File: src/rtl/pg_pkg.sv
package pg_pkg;
  typedef struct packed {
    logic abLow;
    logic cdLow;
    logic bothLow;
    logic rstRise;
    logic anyUv;
    logic anyOc;
    logic overWarn;
    logic underWarn;
    logic overShut;
    logic modeSe;
  } pgStrobe_t;
endpackage

File: src/rtl/pg_datapath.sv
module pg_datapath
  import pg_pkg::*;
#(
  parameter int NUM_SUP  = 2,
  parameter int NUM_BR   = 4,
  parameter int TEMP_W   = 8,
  parameter int WARN_ON  = 125,
  parameter int WARN_OFF = 115,
  parameter int SHUT_ON  = 155
) (
  input  logic              clk,
  input  logic              rstN,
  input  logic              grpRstAbN,
  input  logic              grpRstCdN,
  input  logic [NUM_SUP-1:0] uvFlag,
  input  logic [NUM_BR-1:0] ocFlag,
  input  logic [TEMP_W-1:0] tempCode,
  input  logic              modeSe,
  output pgStrobe_t         strb
);
  localparam int SYNC_W = 2 + NUM_SUP + NUM_BR + 1;
  localparam logic [SYNC_W-1:0] SYNC_INIT = {2'b00, {NUM_SUP{1'b1}}, {NUM_BR{1'b0}}, 1'b0};
  localparam logic [TEMP_W-1:0] WARN_ON_C  = TEMP_W'(WARN_ON);
  localparam logic [TEMP_W-1:0] WARN_OFF_C = TEMP_W'(WARN_OFF);
  localparam logic [TEMP_W-1:0] SHUT_ON_C  = TEMP_W'(SHUT_ON);

  logic [SYNC_W-1:0] rawIn, syncA, syncB;
  logic [TEMP_W-1:0] tempA, tempB;
  logic [1:0]        rstPrev;
  logic              abQ, cdQ, seQ;
  logic [NUM_SUP-1:0] uvQ;
  logic [NUM_BR-1:0] ocQ;

  assign rawIn = {grpRstAbN, grpRstCdN, uvFlag, ocFlag, modeSe};

  always_ff @(posedge clk or negedge rstN) begin
    if (!rstN) begin
      syncA   <= SYNC_INIT;
      syncB   <= SYNC_INIT;
      tempA   <= '0;
      tempB   <= '0;
      rstPrev <= 2'b00;
    end else begin
      syncA   <= rawIn;
      syncB   <= syncA;
      tempA   <= tempCode;
      tempB   <= tempA;
      rstPrev <= {abQ, cdQ};
    end
  end

  assign abQ = syncB[SYNC_W-1];
  assign cdQ = syncB[SYNC_W-2];
  assign uvQ = syncB[NUM_BR+1 +: NUM_SUP];
  assign ocQ = syncB[1 +: NUM_BR];
  assign seQ = syncB[0];

  always_comb begin
    strb.abLow     = ~abQ;
    strb.cdLow     = ~cdQ;
    strb.bothLow   = ~abQ & ~cdQ;
    strb.rstRise   = (abQ & ~rstPrev[1]) | (cdQ & ~rstPrev[0]);
    strb.anyUv     = |uvQ;
    strb.anyOc     = |ocQ;
    strb.overWarn  = tempB > WARN_ON_C;
    strb.underWarn = tempB <= WARN_OFF_C;
    strb.overShut  = tempB > SHUT_ON_C;
    strb.modeSe    = seQ;
  end

  AST_SHUT_IMPLIES_WARN: assert property (@(posedge clk) disable iff (!rstN)
    strb.overShut |-> strb.overWarn);
  AST_WARN_BANDS_EXCLUSIVE: assert property (@(posedge clk) disable iff (!rstN)
    !(strb.overWarn && strb.underWarn));
endmodule

File: src/rtl/pg_control.sv
module pg_control
  import pg_pkg::*;
#(
  parameter int NUM_BR = 4
) (
  input  logic              clk,
  input  logic              rstN,
  input  pgStrobe_t         strb,
  output logic [NUM_BR-1:0] hizEn,
  output logic [NUM_BR-1:0] pullEn,
  output logic              sdN,
  output logic              otwN
);
  localparam int HALF = NUM_BR / 2;

  logic otLatch, olLatch, otwReg;
  logic nextOt, nextOl, nextOtw, fault;
  logic [NUM_BR-1:0] grpLow;

  for (genvar i = 0; i < NUM_BR; i++) begin : g_grp
    if (i < HALF) begin : g_ab
      assign grpLow[i] = strb.abLow;
    end else begin : g_cd
      assign grpLow[i] = strb.cdLow;
    end
  end

  always_comb begin
    nextOt  = strb.overShut | (otLatch & ~strb.bothLow);
    nextOl  = strb.anyOc | (olLatch & ~strb.rstRise & ~strb.anyUv);
    nextOtw = strb.overWarn | (otwReg & ~strb.underWarn);
    fault   = strb.anyUv | nextOt | nextOl;
  end

  always_ff @(posedge clk or negedge rstN) begin
    if (!rstN) begin
      otLatch <= 1'b0;
      olLatch <= 1'b0;
      otwReg  <= 1'b0;
      hizEn   <= '1;
      pullEn  <= '0;
      sdN     <= 1'b1;
    end else begin
      otLatch <= nextOt;
      olLatch <= nextOl;
      otwReg  <= nextOtw;
      hizEn   <= grpLow | {NUM_BR{fault}};
      pullEn  <= grpLow & {NUM_BR{~strb.modeSe}};
      sdN     <= strb.abLow | strb.cdLow | ~fault;
    end
  end

  assign otwN = ~otwReg;

  AST_UV_ALL_HIZ: assert property (@(posedge clk) disable iff (!rstN)
    strb.anyUv |=> (hizEn == '1));
  AST_MUTE_SD_HIGH: assert property (@(posedge clk) disable iff (!rstN)
    (strb.abLow || strb.cdLow) |=> sdN);
  AST_SE_NO_PULL: assert property (@(posedge clk) disable iff (!rstN)
    strb.modeSe |=> (pullEn == '0));
  AST_OT_HOLDS_HIZ: assert property (@(posedge clk) disable iff (!rstN)
    (otLatch && !strb.bothLow) |=> (hizEn == '1));
  AST_WARN_SETS: assert property (@(posedge clk) disable iff (!rstN)
    strb.overWarn |=> !otwN);
  AST_OC_HIZ: assert property (@(posedge clk) disable iff (!rstN)
    strb.anyOc |=> (hizEn == '1));
endmodule

File: src/rtl/pg_supervisor.sv
module pg_supervisor
  import pg_pkg::*;
#(
  parameter int NUM_SUP  = 2,
  parameter int NUM_BR   = 4,
  parameter int TEMP_W   = 8,
  parameter int WARN_ON  = 125,
  parameter int WARN_OFF = 115,
  parameter int SHUT_ON  = 155
) (
  input  logic               clk,
  input  logic               rstN,
  input  logic               grpRstAbN,
  input  logic               grpRstCdN,
  input  logic [NUM_SUP-1:0] uvFlag,
  input  logic [TEMP_W-1:0]  tempCode,
  input  logic [NUM_BR-1:0]  ocFlag,
  input  logic               modeSe,
  output logic [NUM_BR-1:0]  hizEn,
  output logic [NUM_BR-1:0]  pullEn,
  output logic               sdN,
  output logic               otwN
);
  pgStrobe_t strb;

  pg_datapath #(
    .NUM_SUP(NUM_SUP), .NUM_BR(NUM_BR), .TEMP_W(TEMP_W),
    .WARN_ON(WARN_ON), .WARN_OFF(WARN_OFF), .SHUT_ON(SHUT_ON)
  ) uDp (
    .clk(clk), .rstN(rstN), .grpRstAbN(grpRstAbN), .grpRstCdN(grpRstCdN),
    .uvFlag(uvFlag), .ocFlag(ocFlag), .tempCode(tempCode), .modeSe(modeSe),
    .strb(strb)
  );

  pg_control #(.NUM_BR(NUM_BR)) uCtl (
    .clk(clk), .rstN(rstN), .strb(strb),
    .hizEn(hizEn), .pullEn(pullEn), .sdN(sdN), .otwN(otwN)
  );
endmodule

File: config.mk
export PLATFORM = sky130hd
export DESIGN_NAME = pg_supervisor
export DESIGN_NICKNAME = d
export VERILOG_FILES = /design/src/rtl/pg_pkg.sv /design/src/rtl/pg_datapath.sv /design/src/rtl/pg_control.sv /design/src/rtl/pg_supervisor.sv
export SDC_FILE = /design/constraint.sdc
export NUM_CORES = 1
export LEC_CHECK = 0
export ABC_AREA = 1
export BUFFER_PORTS_ARGS = -buffer_cell sky130_fd_sc_hd__buf_4
export CORE_MARGIN = 2
export CORE_UTILIZATION = 50
export DETAILED_ROUTE_END_ITERATION = 7
export GPL_TIMING_DRIVEN = 0
export HOLD_SLACK_MARGIN = 0.15
export PLACE_DENSITY = 0.8
export SLEW_MARGIN = 20
export SYNTH_ARGS = -nofsm -noshare
export SYNTH_HDL_FRONTEND = slang
export SYNTH_SLANG_ARGS = --single-unit
File: constraint.sdc
create_clock -name clk -period 1 [get_ports clk]
set_input_delay 0.05 -clock clk [delete_from_list [all_inputs] [get_ports clk]]
set_output_delay 0.05 -clock clk [all_outputs]
set_load 0.02 [all_outputs]
==> summary.md <==
| Metric | Value |
|---|---|
| Delay of the slowest critical-path stage | 0.55 ns |
| Outcome | complete, but fails checks |
| Mapped Area | 0.001271 sq mm |
| Crit-path max FO | 2 |
| Min Tclk post-route | 1.111 ns |
| Final std cells w/o fill | 163 |
| Count leader, synth | dfrtp_1 |
| Most used DFF post-synth | dfrtp_1 |
| Worst EP required | 0.95 ns |
| GR Overflow Total | 0 |
| Post-synth top area share | 68.90% |
| Clk Latency, worst-skew pair | 0.32 ns |
| Die W | 54.42 microns |
| Largest net degree at the start of global routing | 43 |
| Mean Syn Cell Area | 15.50 sq um |
| DRC errors left | 0 |
| Height of the die | 54.42 microns |
| Met1 Resource Use GR | 18.27% |
| Number of global-route vias before repair | 698 |
| Total Routing Usage GR | 15.43% |
| RSZ-0062 raised after global routing | yes |
| Drt pass-1 iters | 4 |
| R2R setup slack | 0.04 ns |
| Initial antenna violation count | 0 |
| Number of placement rows | 18 |
| Slew Limit Fails | 0 |
| Slew HR | 67.82% |
| CTS Buf Count | 5 |
| DP Wirelength | 1.057 mm |
| Die Footprint | 0.002962 sq mm |
| Global route hottest layer | met2 |
| Lkg Pwr | 0.0008259 uW |
| Core Box Area | 0.002432 sq mm |
| First-pass GRT wire length | 2.973 mm |
| Least-Margin Pin Slew | 0.4827 ns |
| Max Fclk | 900.2 MHz |
| Most frequent CP cell | buf_6 |
| Fin nets | 151 |
| Synth Net Count | 101 |
| Drt via density | 4.472 |
| Setup TNS Final | -0.3553 ns |
| Syn Inst Count | 82 |
| FFs w/ async S/R, synth | 100.0% |
| CP max stage cell | dfstp_2 |
| CTS tree | done |
| CP Class | flop to output port |
| Hold Path Class | input pin to asynchronous set/reset pin |
| Post-place setup slack | 0.03244 ns |
| Worst hold margin | 0.2549 ns |
| Fraction of the yosys area taken by sequential cells | 83.37% |
| Max Buffers Root-to-Sink | 2 |
| N_diodes | 0 |
| Clk pin slew, worst setup/hold paths | 0.11 ns |
| Num ports | 29 |
| Yosys reg bits | 42 |
| Gpl congestion | 0.7118 |
| Synth cell count leaders | dfrtp_1 (35), nand2_1 (10), inv_1 (8), dfstp_2 (7), buf_4 (4) |
| PD cells | 1578 mW/mm^2 |
| Synth warn | 0 |
| Max VDD drop | 0.001481 V |
| Synth top area cells | dfrtp_1 (69%), dfstp_2 (14%), nand2_1 (3.0%) |
| DRT antenna net count | 0 |
| Root Driver | clkbuf_4 |
| Largest area contributor in the netlist | dfrtp_1 |
| M3 GR Usage | 7.104% |
| Fin worst setup slack | -0.1108 ns |
| Max cap viols | 0 |
| Inst Count DP | 139 |
| Setup Viol. Count Final | 5 |
| EDFF count, synth | 0 |
| Worst setup SP type | flop |
| DR vias | 729 |
| Final hold violations | 0 |
| Area grow syn2layout | 39.17% |
| Synth unique cells | 15 |
| Worst setup EP type | output port |
| CP cell instances | buf_6, buf_6 |
| H-tree levels | 2 |
| Layout cells sized above 1 | 38.35% |
| Drt wl/cell | 10.67 microns |
| Setup Skew | 0.009391 ns |
| Port bufs | 27 |
| Clock sinks | 42 |
| Starting DRT DRC Count | 5 |
| Overall power | 2791 uW |
| Failing checks | negative setup slack |
| Post-Route WL | 1.740 mm |
| Initial Utilization | 52.26% |
| Period utilisation layout | 111.1% |
| Worst Path Arrival | 1.06 ns |
| Global Route met2 Usage | 22.89% |
-- area by class of cell --
type                    count  area, sq um
inverters                   8        30.03
multi-input cells          28        170.2
clock buffers               8        48.80
repair buffers             45        399.1
flip-flops and latches     42         1061
fillers                   150        663.1
plain buffers               2        22.52
well taps                  30        37.54
-- critical path, delay by kind of cell (launching register included) --
kind,cells,cell delay (ns)
flops,1,0.55
buf+inv,2,0.19
-- cells by family (layout without fill, tap and decap cells) --
group,Yosys count,in the layout,share of synthesized area [%]
flip-flops,42,42,83.37
AND/OR/NAND/NOR,24,24,10.34
buffers and inverters,12,63,4.725
AO/OA/AOI/OAI,4,4,1.574
-- flip-flops by register name, indices dropped and copies added, names as in the netlist, 2 cells and up --
register and cells:
uDp.tempA 7, uDp.tempB 7, uDp.rstPrev 2, uDp.syncB 9
uCtl.pullEn 2, uCtl.hizEn 2, uDp.syncA 9
-- power breakdown --
group	internal, uW	total [uW]	switching [uW]	leakage, uW
Sequential	1790	1830	35.7	0.000479
Clock	281	734	454	0.0000265
Combinational	128	232	104	0.000320
-- layout by cell type, fill, tap and decap left out, drive strengths merged, types with 3 or more instances in the layout --
cell type    instances
dfrtp               35
buf                 30
dlygate4sd3         17
nand2               11
inv                  8
clkbuf               8
dfstp                7
nor2                 6
nand3                5
o21ai                3
-- worst paths after layout --
path / startpoint / end / depth (start not counted)
setup / recovery: uCtl.hizEn[2] / hizEn[3] / 2
hold / removal: rstN / uDp.syncA[0] / 2
setup reg to reg: uDp.syncB[4] / uCtl.hizEn[2] / 6
min in group clk: uDp.syncA[5] / uDp.syncB[5] / 0
max in group asynchronous: rstN / uDp.syncA[5] / 2
hold reg to reg: uDp.syncA[5] / uDp.syncB[5] / 0
-- through the flow --
step	area [sq um]	utilization, %
2_1_floorplan	1271	-
3_3_place_gp	1511	62.14
3_5_place_dp	1511	62.14
4_1_cts	1754	72.12
5_1_grt	1769	72.74
6_report	1769	72.74
-- per-layer routing --
metal | up-vias | wire, microns
li1 | 346 | -
met1 | 341 | 669
met2 | 32 | 875
met3 | 10 | 125
met4 | 0 | 69
met5 | - | 0
-- timing repair --
action | CTS | global route
pin swaps | 0 | 7
setup endpoints to repair | 9 | 9
endpoints found under the hold margin | 58 | 0
resized for setup | 8 | 4
hold buffers | 17 | 0
buffers inserted | 1 | 0
Power figures use the tool's default switching activity.
